==> config.mk <==
export PLATFORM = sky130hd
export DESIGN_NAME = baud_tick_gen
export DESIGN_NICKNAME = d
export VERILOG_FILES = /design/src/rtl/baud_pkg.sv /design/src/rtl/baud_prescaler.sv /design/src/rtl/baud_reload_timer.sv /design/src/rtl/baud_dir_divider.sv /design/src/rtl/baud_tick_gen.sv
export SDC_FILE = /design/constraint.sdc
export NUM_CORES = 1
export LEC_CHECK = 0
export CORE_MARGIN = 4
export CORE_UTILIZATION = 30
export DETAILED_ROUTE_END_ITERATION = 10
export HOLD_SLACK_MARGIN = 0.03
export PLACE_DENSITY = 0.5
export SYNTH_ARGS = -nofsm -noshare
export SYNTH_HDL_FRONTEND = slang
export SYNTH_SLANG_ARGS = --single-unit
==> constraint.sdc <==
create_clock -name clk -period 2.9 [get_ports clk]
set_input_delay 0.58 -clock clk [delete_from_list [all_inputs] [get_ports clk]]
set_output_delay 0.58 -clock clk [all_outputs]
set_load 0.01 [all_outputs]
==> src/rtl/baud_pkg.sv <==
package baud_pkg;

  typedef enum logic [1:0] {
    MODE_FIX16 = 2'd0,
    MODE_TMR_A = 2'd1,
    MODE_FIX32 = 2'd2,
    MODE_TMR_B = 2'd3
  } baud_mode_e;

  // Terminal count of the prescaler for a select code (factor minus one).
  function automatic logic [5:0] presc_limit(input logic [1:0] sel);
    case (sel)
      2'd0:    presc_limit = 6'd3;
      2'd1:    presc_limit = 6'd15;
      default: presc_limit = 6'd63;
    endcase
  endfunction

endpackage

==> src/rtl/baud_prescaler.sv <==
module baud_prescaler
  import baud_pkg::*;
#(
  parameter int CNT_W = 6
) (
  input  logic       clk,
  input  logic       rst_n,
  input  logic       run,
  input  logic       osc_en,
  input  logic [1:0] presc_sel,
  output logic       presc_tick
);

  logic [CNT_W-1:0] cnt_q, cnt_d;
  logic [CNT_W-1:0] limit;

  always_comb begin
    limit      = CNT_W'(presc_limit(presc_sel));
    presc_tick = run && osc_en && (cnt_q >= limit);
    cnt_d      = cnt_q;
    if (!run) begin
      cnt_d = '0;
    end else if (osc_en) begin
      cnt_d = presc_tick ? '0 : cnt_q + 1'b1;
    end
  end

  always_ff @(posedge clk or negedge rst_n) begin
    if (!rst_n) cnt_q <= '0;
    else        cnt_q <= cnt_d;
  end

endmodule

==> src/rtl/baud_reload_timer.sv <==
module baud_reload_timer #(
  parameter int TMR_W    = 16,
  parameter int NARROW_W = 8
) (
  input  logic             clk,
  input  logic             rst_n,
  input  logic             run,
  input  logic             step,
  input  logic             wide_sel,
  input  logic [TMR_W-1:0] reload,
  output logic             ovf
);

  logic [TMR_W-1:0] cnt_q, cnt_d;
  logic [TMR_W-1:0] reload_eff;
  logic             at_top;

  always_comb begin
    reload_eff = wide_sel ? reload : {{(TMR_W-NARROW_W){1'b0}}, reload[NARROW_W-1:0]};
    at_top     = wide_sel ? (&cnt_q) : (&cnt_q[NARROW_W-1:0]);
    ovf        = run && step && at_top;
    cnt_d      = cnt_q;
    if (!run) begin
      cnt_d = reload_eff;
    end else if (step) begin
      // reload in the overflow cycle itself: no count is lost
      cnt_d = at_top ? reload_eff : cnt_q + 1'b1;
    end
  end

  always_ff @(posedge clk or negedge rst_n) begin
    if (!rst_n) cnt_q <= '0;
    else        cnt_q <= cnt_d;
  end

endmodule

==> src/rtl/baud_dir_divider.sv <==
module baud_dir_divider
  import baud_pkg::*;
#(
  parameter int OVS = 16
) (
  input  logic       clk,
  input  logic       rst_n,
  input  logic       run,
  input  logic       osc_en,
  input  logic [1:0] mode,
  input  logic       src_sel,
  input  logic       tmr_ovf,
  input  logic       alt_ovf,
  output logic       tick16,
  output logic       bit_stb
);

  localparam int DIV_W = $clog2(OVS);

  logic             half_q, half_d;
  logic [DIV_W-1:0] div_q, div_d;
  logic             tick_q, tick_d;
  logic             bit_q, bit_d;
  logic             raw;

  always_comb begin
    half_d = half_q;
    raw    = 1'b0;
    case (baud_mode_e'(mode))
      MODE_FIX16: raw = osc_en;
      MODE_FIX32: begin
        raw = osc_en && half_q;
        if (osc_en) half_d = ~half_q;
      end
      default:    raw = src_sel ? tmr_ovf : alt_ovf;
    endcase
    raw = raw && run;

    div_d = div_q;
    if (raw) div_d = div_q + 1'b1;
    bit_d  = raw && (div_q == DIV_W'(OVS-1));
    tick_d = raw;

    if (!run) begin
      half_d = 1'b0;
      div_d  = '0;
    end
  end

  always_ff @(posedge clk or negedge rst_n) begin
    if (!rst_n) begin
      half_q <= 1'b0;
      div_q  <= '0;
      tick_q <= 1'b0;
      bit_q  <= 1'b0;
    end else begin
      half_q <= half_d;
      div_q  <= div_d;
      tick_q <= tick_d;
      bit_q  <= bit_d;
    end
  end

  assign tick16  = tick_q;
  assign bit_stb = bit_q;

endmodule

==> src/rtl/baud_tick_gen.sv <==
module baud_tick_gen #(
  parameter int TMR_W    = 16,
  parameter int NARROW_W = 8,
  parameter int OVS      = 16,
  parameter int PRESC_W  = 6
) (
  input  logic             clk,
  input  logic             rst_n,
  input  logic             osc_en,
  input  logic             run,
  input  logic [1:0]       mode,
  input  logic [1:0]       presc_sel,
  input  logic             wide_sel,
  input  logic [TMR_W-1:0] reload,
  input  logic             tx_src_sel,
  input  logic             rx_src_sel,
  input  logic             alt_ovf,
  output logic             tx_tick16,
  output logic             tx_bit,
  output logic             rx_tick16,
  output logic             rx_bit
);

  localparam int N_DIR = 2;

  logic             presc_tick;
  logic             tmr_ovf;
  logic [N_DIR-1:0] dir_sel;
  logic [N_DIR-1:0] dir_tick;
  logic [N_DIR-1:0] dir_bit;

  assign dir_sel = {rx_src_sel, tx_src_sel};

  baud_prescaler #(.CNT_W(PRESC_W)) u_presc (
    .clk        (clk),
    .rst_n      (rst_n),
    .run        (run),
    .osc_en     (osc_en),
    .presc_sel  (presc_sel),
    .presc_tick (presc_tick)
  );

  baud_reload_timer #(.TMR_W(TMR_W), .NARROW_W(NARROW_W)) u_tmr (
    .clk      (clk),
    .rst_n    (rst_n),
    .run      (run),
    .step     (presc_tick),
    .wide_sel (wide_sel),
    .reload   (reload),
    .ovf      (tmr_ovf)
  );

  for (genvar d = 0; d < N_DIR; d++) begin : g_dir
    baud_dir_divider #(.OVS(OVS)) u_div (
      .clk     (clk),
      .rst_n   (rst_n),
      .run     (run),
      .osc_en  (osc_en),
      .mode    (mode),
      .src_sel (dir_sel[d]),
      .tmr_ovf (tmr_ovf),
      .alt_ovf (alt_ovf),
      .tick16  (dir_tick[d]),
      .bit_stb (dir_bit[d])
    );
  end

  assign tx_tick16 = dir_tick[0];
  assign tx_bit    = dir_bit[0];
  assign rx_tick16 = dir_tick[1];
  assign rx_bit    = dir_bit[1];

endmodule

# [Word level (Yosys, flattened, before mapping)]
# Index checks and enable logic that the tools add are counted.
[word_totals] regBits=36 input_bits=28 output_inout_bits=4 word_cells=64
[op_classes] add_sub_neg=4 magnitude_cmp=1 n_eq_ne=9 n_mux=23 n_bitwise=2 n_reduce_logical=15
[op_table] op="$mux W16" count=4
[op_table] op="$mux W6" count=3
[op_table] op="$add A16 B1 Y16 const B" count=1
[op_table] op="$mux W4" count=4
[op_table] op="$reduce_and A16 Y1" count=1
[op_table] op="$pmux W6 S2" count=1
[op_table] op="$logic_and A1 B1 Y1" count=10
[op_table] op="$mux W1" count=9
[op_table] op="$add A4 B1 Y4 const B" count=2
[op_table] op="$eq A4 B4 Y1 const B" count=2
[op_table] op="$ne A2 B1 Y1 const B" count=4
[op_table] op="$reduce_and A8 Y1" count=1
[op_table] op="$add A6 B1 Y6 const B" count=1
[op_table] op="$ge A6 B6 Y1" count=1
[op_table] op="$logic_not A2 Y1" count=2
[op_table] op="$pmux W1 S2" count=2
[op_table] op="$eq A2 B1 Y1 const B" count=1
[op_table] op="$eq A2 B2 Y1 const B" count=1
[op_table] op="$ne A2 B2 Y1 const B" count=1
[op_table] op="$not A1 Y1" count=2
[op_table] op="$reduce_and A2 Y1" count=1

# [Longest topological paths before layout]
[depth] depth_word=11 mapped_depth=9

# [By module]
# Synthesis repeated with hierarchy kept, for this count alone.
[hier_totals] cells_unflattened=225 area_unflattened_um2=2192.1
[modules_own_cells] mod="baud_reload_timer" instances=1 cells_per_inst=123 area_each_um2=1092.3 seq_area_each_um2=400.4
[modules_own_cells] mod="baud_dir_divider" instances=2 cells_per_inst=30 area_each_um2=345.3 seq_area_each_um2=175.2
[modules_own_cells] mod="baud_prescaler" instances=1 cells_per_inst=42 area_each_um2=409.1 seq_area_each_um2=150.1

# [Worst setup path after synthesis]
# Ideal clock, no wire load.
[synth_timing] path_kind="input to register" start="input presc_sel[1]" end="register u_tmr.cnt_q[8]" arrival_time_ps=1951 required_ps=2761 setup_slack_ps=810 cell_stages=7 path_buffers=0 path_cell_list="inv_1 > ha_1 > nand4_1 > o22ai_4 > nand2_2 > and3_1 > or4_1"
[synth_between] elab_chain_len=5 elab_cells_between_ends=6 classes_between="order compare (1); eq/ne (2); mux (1); reduce/logical (2)"
[synth_lines] element="start, declared" line_no="baud_tick_gen.sv:12" text="input logic [1:0] presc_sel,"
[synth_lines] element="$eq A2 B1 Y1 / $logic_not A2 Y1 (equally long branches)" line_no="baud_pkg.sv:12" text="case (sel)"
[synth_lines] element="$pmux W6 S2 *" line_no="baud_pkg.sv:12"
[synth_lines] element="$ge A6 B6 Y1 *" line_no="baud_prescaler.sv:19" text="presc_tick = run && osc_en && (cnt_q >= limit);"
[synth_lines] element="$logic_and A1 B1 Y1 *" line_no="baud_prescaler.sv:19"
[synth_lines] element="$ne A2 B1 Y1 (no line) *"
[synth_lines] element="end signal, assigned" line_no="baud_reload_timer.sv:33" text="else cnt_q <= cnt_d;"
[synth_lines] element="end, declared" line_no="baud_reload_timer.sv:14" text="logic [TMR_W-1:0] cnt_q, cnt_d;"
# Every way passes the cells marked *; elsewhere a longest branch is shown, timed or not.
# A chain may end at the register's enable or synchronous reset.

# [Final worst setup path]
# Same ends and word-level chain as after synthesis.

==> impl_metrics.env <==
export IMPL_layout_worst_path_cycle_share_pct=86.7
export IMPL_place_area_um2=2810
export IMPL_htree_num_levels=2
export IMPL_fin_skew_ns=0.00688
export IMPL_ioPinCount=32
export IMPL_wl_per_cell_um=14.4
export IMPL_p_leak_nw=1.18
export IMPL_die_area_um2=9240
export IMPL_path_max_fanout=8
export IMPL_crit_arrival_ns=2.68
export IMPL_antenna_cells=0
export IMPL_hp_class="input pin to async pin"
export IMPL_grt_overflow=0
export IMPL_power_total_mw=1.25
export IMPL_first_iter_violations=71
export IMPL_vdd_drop_max_mv=0.167
export IMPL_layout_commonest_cell="dfrtp_1"
export IMPL_power_density_nw_per_um2=430
export IMPL_tns_ns=0
export IMPL_required_ns=3.06
export IMPL_clkSinkCount=36
export IMPL_worstSetupPathType="input pin to register"
export IMPL_area_growth_pct=25.0
export IMPL_firstDrtPassIters=4
export IMPL_status="finished, final reports clean"
export IMPL_final_util_pct=39.3
export IMPL_synth_cells=273
export IMPL_fmaxAchievable_mhz=398
export IMPL_nNetsFinal=345
export IMPL_synth_distinct_cells=55
export IMPL_synth_edf_count=0
export IMPL_nFillCells=774
export IMPL_finalMaxSlewViolations=0
export IMPL_max_slew_worst_pin_slew_ns=0.878
export IMPL_fin_crit_ns=2.51
export IMPL_fp_dieW_um=96.1
export IMPL_dp_hpwl_mm=4.30
export IMPL_vias=2121
export IMPL_seq_area_um2=901
export IMPL_relSlewSlack_pct=41.5
export IMPL_drv_cap=0
export IMPL_postRouteAntennaNets=0
export IMPL_cts_resized=0
export IMPL_numCtsBuffers=5
export IMPL_grt_max_degree=37
export IMPL_grt_usage_pct=14.0
export IMPL_core_rowCount=31
export IMPL_clk_pin_slew_ns=0.08
export IMPL_antenna_found_initial=0
export IMPL_die_h_um=96.1
export IMPL_start_kind="input pin"
export IMPL_async_flop_share_pct=100
export IMPL_coreArea_um2=7410
export IMPL_drive_gt1_share_pct=12.5
export IMPL_post_cts_buffers=0
export IMPL_ys_flop_type="dfrtp_1"
export IMPL_cp_end_kind="register"
export IMPL_layout_common_cells="36 x dfrtp_1, 31 x a21oi_1, 30 x nand2_1, 30 x clkdlybuf4s50_1, 25 x nor2_1"
export IMPL_cts_hold_buf=0
export IMPL_syn_nets=307
export IMPL_fin_area_um2=2910
export IMPL_cts_tree="yes"
export IMPL_yosysSeqAreaShare_pct=38.7
export IMPL_finalNonFillerCells=411
export IMPL_ys_warn_count=0
export IMPL_routed_wl_mm=5.93
export IMPL_clk_latency_ns=0.29
export IMPL_place_gp_congestion=0.861
export IMPL_setup_ws_ns=0.386
export IMPL_hold_viol=0
export IMPL_syn_cell_area_um2=2330
export IMPL_multi_input_area_um2=1350
export IMPL_cts_path_max_buffers=2
export IMPL_grt_pass1_wl_mm=10.1
export IMPL_clockRootBuffer="clkbuf_8"
export IMPL_grt_pass1_vias=2060
export IMPL_avgViaCountPerCell=5.16
export IMPL_io_buffers=31
export IMPL_post_place_ws_ns=0.0979
export IMPL_dp_cells=403
export IMPL_drc=0
export IMPL_avgSynthCellArea_um2=8.53
export IMPL_finalSetupViolCount=0
export IMPL_rsz0062_at_grt="no"
export IMPL_hold_slack_ns=0.401
export IMPL_initial_core_util_pct=31.4
export IMPL_synth_seq_cells=36
-- power breakdown --
part	switching, mW	internal, mW
combinational	0.112	0.108
sequential	0.0487	0.541
clock	0.188	0.255
total	0.348	0.904
-- state kept, by name, summed over array words and instances (netlist names) --
signal               cells
g_dir.u_div.bit_stb      2
g_dir.u_div.div_q        8
g_dir.u_div.half_q       2
g_dir.u_div.tick16       2
u_presc.cnt_q            6
u_tmr.cnt_q             16
-- layer usage --
metal	part of all wire [%]	wire (um)	vias to the layer above	track usage (%)
met4	0.96	57	0	3.67
met1	50	2950	993	19.8
met5	0	0	-	0
met3	4.9	290	6	2.42
li1	-	-	1077	-
met2	44	2640	45	22.1
-- worst paths after layout --
path | cells past startpoint | end | from | slack [ns]
max in group asynchronous | 1 | u_tmr.cnt_q[2] | rst_n | 1.94
worst min register to register | 1 | u_tmr.cnt_q[0] | u_tmr.cnt_q[0] | 0.54
worst max register to register | 7 | u_tmr.cnt_q[8] | u_presc.cnt_q[0] | 0.73
worst min-delay path | 1 | u_presc.cnt_q[2] | rst_n | 0.40
min in group clk | 1 | u_tmr.cnt_q[0] | u_tmr.cnt_q[0] | 0.54
worst max-delay path | 8 | u_tmr.cnt_q[8] | presc_sel[1] | 0.39
-- cells in the mapped netlist (2+ instances only) --
cell	instances	share of area [%]
dfrtp_1	36	39
a21oi_1	31	6.7
nand2_1	30	4.8
nor2_1	25	4.0
o21ai_0	14	3.0
nand3_1	13	2.8
nand4_1	10	2.7
a31oi_1	8	2.1
nand2b_1	8	2.1
ha_1	6	3.2
inv_1	6	0.97
nor3_1	6	1.3
and3_1	5	1.3
buf_2	5	1.1
clkbuf_1	5	0.81
mux2_2	5	2.4
a21o_1	4	1.3
nor4_1	3	0.81
o211ai_1	3	0.97
xnor2_1	3	1.1
xor2_1	3	1.1
a21boi_1	2	0.64
a22o_1	2	0.75
and4_1	2	0.75
and4_4	2	0.97
nor3_2	2	0.86
nor3b_1	2	0.64
o21a_1	2	0.64
o21ai_1	2	0.43
o22ai_1	2	0.54
o311ai_1	2	0.75
-- worst max-delay path: stages --
cell             delay, ns
clkdlybuf4s50_1       0.51
inv_1                 0.07
ha_1                  0.31
nand4_1               0.15
o22ai_4               0.24
nand2_2               0.10
and3_1                0.19
or4_1                 0.52
-- logic make-up (layout without fill, tap and decap cells) --
kind of cell	count (synthesis)	in the layout	share of synthesized area [%]
adder cells (fa/ha/maj)	6	6	3.22
buffers and inverters	18	57	3.22
XOR/XNOR	6	6	2.26
AO/OA/AOI/OAI	82	82	22.4
multiplexers	6	6	2.85
flip-flops	36	36	38.7
AND/OR/NAND/NOR	119	119	27.3
-- layout make-up --
cell class	instances	area share (%)
Inverter	7	0.902
Multi-Input combinational cell	219	46.5
Clock inverter	2	1.20
Timing Repair Buffer	42	13.7
Tap cell	99	4.25
Sequential cell	36	30.9
Clock buffer	6	2.49
Power figures use the tool's default switching activity.
